### src/rtl/vseg_pkg.sv
package vseg_pkg;
  localparam int VA_W = 32;

  typedef enum logic [2:0] {
    SEG_USER    = 3'd0,
    SEG_KWIN_C  = 3'd1,
    SEG_KWIN_U  = 3'd2,
    SEG_SUPV    = 3'd3,
    SEG_KMAP    = 3'd4
  } seg_e;

  typedef enum logic [2:0] {
    ST_OK        = 3'd0,
    ST_MISS      = 3'd1,
    ST_INVALID   = 3'd2,
    ST_CLEAN     = 3'd3,
    ST_BAD_ADDR  = 3'd4
  } status_e;

  localparam logic [VA_W-1:0] KWIN_C_BASE = 32'h8000_0000;
  localparam logic [VA_W-1:0] KWIN_U_BASE = 32'hA000_0000;

  function automatic seg_e seg_of(input logic [2:0] top3);
    case (top3)
      3'd4:    return SEG_KWIN_C;
      3'd5:    return SEG_KWIN_U;
      3'd6:    return SEG_SUPV;
      3'd7:    return SEG_KMAP;
      default: return SEG_USER;
    endcase
  endfunction

  function automatic logic mode_kernel(input logic [1:0] m);
    return m == 2'b00;
  endfunction

  function automatic logic mode_supv(input logic [1:0] m);
    return m == 2'b01;
  endfunction

  function automatic logic [VA_W-1:0] strip_base(input logic [VA_W-1:0] a,
                                                 input logic [VA_W-1:0] base);
    return a - base;
  endfunction
endpackage

### src/rtl/vseg_classify.sv
module vseg_classify
  import vseg_pkg::*;
#(
  parameter int ADDR_W = VA_W
) (
  input  logic [ADDR_W-1:0] vaddr,
  output seg_e              seg,
  output logic              mapped,
  output logic [ADDR_W-1:0] direct_pa
);
  localparam int TOP_LSB = ADDR_W - 3;

  always_comb begin
    seg = seg_of(vaddr[ADDR_W-1:TOP_LSB]);
    mapped = (seg == SEG_SUPV) || (seg == SEG_KMAP);
    case (seg)
      SEG_KWIN_C: direct_pa = strip_base(vaddr, KWIN_C_BASE);
      SEG_KWIN_U: direct_pa = strip_base(vaddr, KWIN_U_BASE);
      default:    direct_pa = vaddr;
    endcase
  end
endmodule

### src/rtl/vseg_gate.sv
module vseg_gate
  import vseg_pkg::*;
(
  input  seg_e       seg,
  input  logic       mapped,
  input  logic [1:0] mode,
  input  logic       erl,
  output logic       allowed,
  output logic       use_tlb
);
  logic kern, supv;

  always_comb begin
    kern = mode_kernel(mode);
    supv = mode_supv(mode);
    case (seg)
      SEG_USER:   allowed = 1'b1;
      SEG_SUPV:   allowed = kern || supv;
      default:    allowed = kern;
    endcase
    use_tlb = allowed && (mapped || (seg == SEG_USER && !erl));
  end
endmodule

### src/rtl/vseg_decoder.sv
module vseg_decoder
  import vseg_pkg::*;
#(
  parameter int ADDR_W = VA_W
) (
  input  logic              clk,
  input  logic              rst_n,
  input  logic              req_valid,
  input  logic [ADDR_W-1:0] req_vaddr,
  input  logic              req_write,
  input  logic [1:0]        req_mode,
  input  logic              req_erl,
  output logic              tlb_req,
  output logic [ADDR_W-1:0] tlb_vaddr,
  output logic              tlb_write,
  input  logic [ADDR_W-1:0] tlb_pa,
  input  logic              tlb_wr_ok,
  input  logic [1:0]        tlb_status,
  output logic              rsp_valid,
  output logic [ADDR_W-1:0] rsp_pa,
  output logic              rsp_wr_ok,
  output logic [2:0]        rsp_status,
  output logic              rsp_adel,
  output logic              rsp_ades
);
  seg_e              seg;
  logic              mapped;
  logic [ADDR_W-1:0] direct_pa;
  logic              allowed;
  logic              use_tlb;

  // named internal events for the checks
  logic              ev_reject;
  logic              ev_direct;
  logic              ev_tlb_hit;

  logic [ADDR_W-1:0] nxt_pa;
  logic              nxt_wr;
  logic [2:0]        nxt_st;

  vseg_classify #(.ADDR_W(ADDR_W)) u_classify (
    .vaddr     (req_vaddr),
    .seg       (seg),
    .mapped    (mapped),
    .direct_pa (direct_pa)
  );

  vseg_gate u_gate (
    .seg     (seg),
    .mapped  (mapped),
    .mode    (req_mode),
    .erl     (req_erl),
    .allowed (allowed),
    .use_tlb (use_tlb)
  );

  assign tlb_req   = req_valid && use_tlb;
  assign tlb_vaddr = req_vaddr;
  assign tlb_write = req_write;

  assign ev_reject  = req_valid && !allowed;
  assign ev_direct  = req_valid && allowed && !use_tlb;
  assign ev_tlb_hit = tlb_req && (tlb_status == 2'd0);

  always_comb begin
    nxt_pa = '0;
    nxt_wr = 1'b0;
    nxt_st = ST_OK;
    if (ev_reject) begin
      nxt_st = ST_BAD_ADDR;
    end else if (ev_direct) begin
      nxt_pa = direct_pa;
      nxt_wr = 1'b1;
    end else if (tlb_req) begin
      nxt_st = {1'b0, tlb_status};
      if (ev_tlb_hit) begin
        nxt_pa = tlb_pa;
        nxt_wr = tlb_wr_ok;
      end
    end
  end

  always_ff @(posedge clk) begin
    if (!rst_n || !req_valid) begin
      rsp_valid  <= 1'b0;
      rsp_pa     <= '0;
      rsp_wr_ok  <= 1'b0;
      rsp_status <= '0;
      rsp_adel   <= 1'b0;
      rsp_ades   <= 1'b0;
    end else begin
      rsp_valid  <= 1'b1;
      rsp_pa     <= nxt_pa;
      rsp_wr_ok  <= nxt_wr;
      rsp_status <= nxt_st;
      rsp_adel   <= ev_reject && !req_write;
      rsp_ades   <= ev_reject && req_write;
    end
  end


  rsp_follows_req_chk: assert property (@(posedge clk) disable iff (!rst_n)
    req_valid |=> rsp_valid);

  rsp_idle_chk: assert property (@(posedge clk) disable iff (!rst_n)
    !req_valid |=> (!rsp_valid && rsp_status == 3'd0 && rsp_pa == '0));

  adel_ades_excl_chk: assert property (@(posedge clk) disable iff (!rst_n)
    $onehot0({rsp_adel, rsp_ades}));

  bad_flags_chk: assert property (@(posedge clk) disable iff (!rst_n)
    (rsp_status == 3'd4) == (rsp_adel || rsp_ades));

  reject_no_tlb_chk: assert property (@(posedge clk) disable iff (!rst_n)
    ev_reject |-> !tlb_req);

  direct_window_no_tlb_chk: assert property (@(posedge clk) disable iff (!rst_n)
    (req_valid && req_vaddr[ADDR_W-1 -: 2] == 2'b10) |-> !tlb_req);

  wr_needs_ok_chk: assert property (@(posedge clk) disable iff (!rst_n)
    rsp_wr_ok |-> (rsp_valid && rsp_status == 3'd0));

  kmap_kernel_only_chk: assert property (@(posedge clk) disable iff (!rst_n)
    (tlb_req && tlb_vaddr[ADDR_W-1 -: 3] == 3'b111) |-> (req_mode == 2'b00));
endmodule

### config.mk
export PLATFORM = sky130hd
export DESIGN_NAME = vseg_decoder
export DESIGN_NICKNAME = d
export VERILOG_FILES = /design/src/rtl/vseg_pkg.sv /design/src/rtl/vseg_classify.sv /design/src/rtl/vseg_gate.sv /design/src/rtl/vseg_decoder.sv
export SDC_FILE = /design/constraint.sdc
export NUM_CORES = 1
export LEC_CHECK = 0
export ABC_AREA = 1
export BUFFER_PORTS_ARGS = -buffer_cell sky130_fd_sc_hd__clkbuf_2
export CAP_MARGIN = 10
export CORE_AREA = 2 2 75 77
export CTS_CLUSTER_DIAMETER = 60
export DETAILED_ROUTE_END_ITERATION = 10
export DIE_AREA = 0 0 77 79
export GPL_TIMING_DRIVEN = 0
export PLACE_DENSITY = 0.83
export SLEW_MARGIN = 20
export SYNTH_ARGS = -nofsm -noshare
export SYNTH_HDL_FRONTEND = slang
export SYNTH_SLANG_ARGS = --single-unit
### constraint.sdc
create_clock -name clk -period 3.4 [get_ports clk]
set_input_delay 0.51 -clock clk [delete_from_list [all_inputs] [get_ports clk]]
set_output_delay 0.51 -clock clk [all_outputs]
set_load 0.01 [all_outputs]
After elaboration in Yosys (flattened, before gate mapping)
Cells that the tools add are included.
Cells by class
  $add $sub $neg: 2
  multiplexer cells: 13
  bitwise operators: 1
  reductions and logical operators: 24
  equal/unequal tests: 9
Operators by type and width (count)
  32-bit 2-to-1 mux: 3
  32-bit case mux with 2 select lines: 1
  32-bit subtractor, second input constant: 2
  3-bit == test, second input constant: 5
  3-bit case mux with 4 select lines: 1
  1-bit logical AND: 9
  3-bit by 2-bit == test with 1-bit output, second input constant: 2
  1-bit zero test: 6
  2-bit zero test: 2
  1-bit logical OR: 4
  1-bit 2-to-1 mux: 4
  2-bit 2-to-1 mux: 2
  4-bit OR reduction: 1
  3-bit by 1-bit == test with 1-bit output, second input constant: 1
  3-bit zero test: 1
  3-bit 2-to-1 mux: 1
  2-bit by 1-bit == test with 1-bit output, second input constant: 1
  1-bit case mux with 2 select lines: 1
  2-bit OR reduction: 1
  1-bit inverter: 1
Storage, ports and cells
  word-level logic and storage cells: 56
  register bits: 39
  output and inout bits: 73
  input port bits: 74

Depth between registers and ports, before layout
  depth after elaboration: 11
  gate-level depth with buffers: 13
  gate-level depth less buffers: 12

Cells and area by module
A second synthesis with hierarchy kept.
Unflattened totals
  cells, all modules: 280
  area total of the unflattened synthesis: 2242.2 µm²
Modules (own cells, without submodules)
  vseg_decoder: area an instance 1798.0 µm², times used 1, sequential area each 780.7 µm², cells each 205
  vseg_classify: area an instance 377.9 µm², times used 1, sequential area each 0.0 µm², cells each 60
  vseg_gate: area an instance 66.3 µm², times used 1, sequential area each 0.0 µm², cells each 15

Worst setup path after synthesis
No wires, ideal clock.
  path type: input-to-output
  from: input port req_vaddr[29]
  to: output port tlb_req
  path slack: 1.459 ns
  cell stages on the path: 10
  data required time: 2.890 ns
  data arrival time: 1.431 ns
  buffers on the path: 0
  cells stage by stage: inv_1 > ha_1 > inv_1 > nand2_1 > nand3_4 > nand2_2 > nand2_2 > nand2_4 > nand2_1 > nor2_1
Between the ends
  longest elaborated chain between the ends: 7
  elaborated cells on any way between the ends: 14
  classes of those cells: 6 x eq/ne; 2 x mux; 6 x reduce/logical
RTL lines
  from (decl): RTL line vseg_decoder.sv:9  | input logic [ADDR_W-1:0] req_vaddr,
  3-bit == test: RTL line vseg_pkg.sv:24  | case (top3)
  3-bit case mux with 4 select lines (*): RTL line vseg_pkg.sv:24
  branches (longest 3 deep; another with 3-bit by 2-bit == test with 1-bit output)
  1-bit logical AND (*): RTL line vseg_gate.sv:21  | use_tlb = allowed && (mapped || (seg == SEG_USER && !erl));
  1-bit logical AND (*): RTL line vseg_decoder.sv:57  | assign tlb_req = req_valid && use_tlb;
  to (decl): RTL line vseg_decoder.sv:13  | output logic tlb_req,
Every way passes the cells marked *.

Final worst setup path
Same ends and word-level chain as after synthesis.

==> out/results.txt <==
The flow ran to the end, and the final reports show no timing, DRC or antenna violations. Sorting the synthesized cells by area gives the leading types as dfxtp_1, nor2_2, nor2_1. The path with the worst hold slack has its endpoint at rsp_adel. STA classifies the critical path endpoint as a primary output. Setup violations remaining at the end of the flow were counted as 0. The run gives 1140 ps as the post-layout worst setup margin. Type of the setup path with the least slack: in2out. The top-area cell type share of the netlist area was 33.5%.

The tools report the initial antenna violation count as 0. The flip-flop and latch count after synthesis came out at 39. After routing the design area is 3230 µm². Prior to clock tree synthesis, the placed netlist has a worst setup slack of 1060 ps. Detail-routed net length per standard cell: 9.33 µm. The detail route stage leaves a number of antenna-violating nets equal to 0. The die is 77 µm wide.

After clock tree synthesis, the clock-pin slew on the worst setup and hold paths is 70 ps. The cell sitting at the root of the clock tree is a clkbuf_8. Power comes to 1.02 mW.

Of all nets on the critical path, the largest fanout is 6. The library cell used most frequently in the layout, excluding fill and tap cells, is clkbuf_2. The count of unresolved DRC violations after routing came out at 0. The final instance count without filler cells came out at 553. The first-pass GRT wire length was 8620 µm; the worst hold path stage count was 2. Port buffering added 146 buffers. Data arrives at the worst endpoint at 1750 ps. Initial detailed-routing violation count: 54. The path class of the tightest hold or removal check is in2reg. The tools report the number of clock buffers inserted by TritonCTS as 5.

Cells with a size suffix above 1 make up 54.5% of the layout. The area growth from synthesis to layout is 38.7%. The startpoint identified for the worst hold timing path is req_write. The routed design could run at a clock period as short as 2260 ps. The hold-fix buffer count after cts came out at 0. In this run the deepest clock path goes through 2 buffers.

The number of setup buffers added after CTS was 0; the power per standard cell area was 314 nW/µm². Of all cell types, the one taking the most synthesized area is dfxtp_1. The clock drives 39 sinks. Vias after detailed routing: 2265. Data on the critical path is required at its endpoint by 2890 ps.

Internal power comes to 729 µW. The final hold violation count is 0, and the height of the die is 79 µm. For the pin with the worst max-slew slack, the measured transition is 450 ps.

The logs give 147 for the top-level port count and 0 for the final count of pins violating max slew. The sequential cell area fraction in the yosys report is 33.5%. VDD sags by at most 0.139 mV. Once placement completed, the tool counted placed cells totaling 545. The tools report the largest net degree at the start of global routing as 12. The timing-limited maximum frequency is 443 MHz, and the H-tree depth reported by CTS is 2.

For this run, the detailed router's first-pass iteration total came to 4. The initial utilization of the core area, before any placement, comes to 43.6%. The floorplan has 27 rows. The smallest hold slack was 418 ps. Dividing the detail-routed via count by the number of cells gives 4.10. Combinational group share of total power: 25.0%. Once detailed placement completed, the half-perimeter wirelength came to 4300 µm. The tools report the tightest slew margin relative to the limit as 70.0%. The max-capacitance violation count is 0, and the final critical-path share of the clock period is 66.5%. TritonCTS built the clock tree. The post-synth net total is 406. Global routing finished with a remaining overflow of 0. Summing every instance area after synthesis gives 2330 µm². Setup total negative slack on the finished layout was measured at 0 ps. For the number of global-route vias before repair, the log shows 2050. The leakage power figure was 1.90 nW. Synthesized area per cell: 7.12 µm². The critical path startpoint category is an input pin. The sequential cell fraction of total power came out at 46.2%. The placed instances occupy a cell area of 3150 µm². The congestion estimate from routability-driven global placement came to 0.750. The core area was 5340 µm².

Yosys printed 0 warnings. Gates resized during post-CTS repair numbered 0. The net count of the finished layout is 559. The share of power burned in the clock network came out at 28.8%. The library cells used most frequently in the layout, excluding fill and tap cells, are clkbuf_2, nor2_1, inv_1. The run gives 17.4% as the total routing usage reported by global routing.

Net switching is 28.2% of the power. At the end of the flow the core is filled with cells to 60.5%. Synthesis handed over a netlist of 327 instances. Die outline area: 6080 µm². The switching power total was 287 µW; the total detailed-routing wirelength was 5160 µm. Synthesis instantiated 22 different standard cells from the library.

The number of antenna cells inserted was 0. Setup repair after global routing left no endpoint under its margin.
cell families (layout without fill, tap and decap cells):
group | Yosys count | count (layout) | synth area share (%)
adder cells (fa/ha/maj) | 5 | 5 | 2.69
flip-flops | 39 | 39 | 33.5
AND/OR/NAND/NOR | 160 | 160 | 35.7
AO/OA/AOI/OAI | 4 | 4 | 1.45
XOR/XNOR | 1 | 1 | 0.376
buffers and inverters | 118 | 272 | 26.3
layer usage:
metal	wire (µm)	up-vias	GRT usage [%]	part of all wire, %
met4	57	0	5.36	1.1
met1	2010	984	18.5	39
met3	373	5	4.55	7.2
li1	-	1195	-	-
met2	2730	81	33.8	53
met5	0	-	0	0
power groups by stage:
stage / Sequential (mW) / Combinational, mW / Clock, mW
after global routing: 0.470 / 0.284 / 0.325
after global placement: 0.480 / 0.252 / 0
after floorplan: 0.485 / 0.154 / 0
after detailed placement: 0.480 / 0.258 / 0
final: 0.469 / 0.254 / 0.292
after CTS: 0.469 / 0.259 / 0.301
worst max-delay path by stage:
stage | end | from | slack [ps]
CTS | tlb_req | req_vaddr[29] | 1140
floorplan | tlb_req | req_vaddr[29] | 1460
detailed placement | rsp_pa[18] | req_vaddr[29] | 1060
global placement | rsp_pa[11] | req_vaddr[29] | 1130
global route | tlb_req | req_vaddr[29] | 1000
finish | tlb_req | req_vaddr[29] | 1140
synth_stat cells:
cell / n
o21ai_0: 1
dfxtp_1: 39
o21ai_4: 1
nand3_4: 2
inv_2: 1
clkbuf_1: 3
nand4_1: 2
nand4_4: 1
buf_6: 6
nand2_1: 8
nand3_1: 2
nor2_1: 79
a21oi_1: 1
ha_1: 5
and2_4: 1
o211ai_1: 1
nand2_2: 4
nand2_4: 2
nor2_2: 59
inv_1: 75
xor2_1: 1
buf_4: 33
critical path, stage by stage:
cell	delay (ps)
clkbuf_2	130
inv_1	110
ha_1	190
nand2_2	100
nand2_4	90
nand3_4	80
nand2_2	70
nand2_2	60
nand2_4	100
nand2_1	60
nor2_1	100
clkbuf_2	150
layout make-up:
| cell class | instances | area [µm²] |
|---|---|---|
| fill | 529 | 2110 |
| multi-input combinational | 170 | 936 |
| sequential | 39 | 781 |
| timing repair buffer | 146 | 731 |
| buffer | 42 | 327 |
| inverter | 76 | 285 |
| tap | 72 | 90.1 |
| clock buffer | 7 | 76.3 |
| clock inverter | 1 | 5.00 |
sequential cells by signal, indices dropped and copies added (netlist names):
name and cells:
rsp_pa 32, rsp_status 3, rsp_adel 1, rsp_ades 1
rsp_valid 1, rsp_wr_ok 1
No activity file was read; power rests on OpenSTA's default activity.
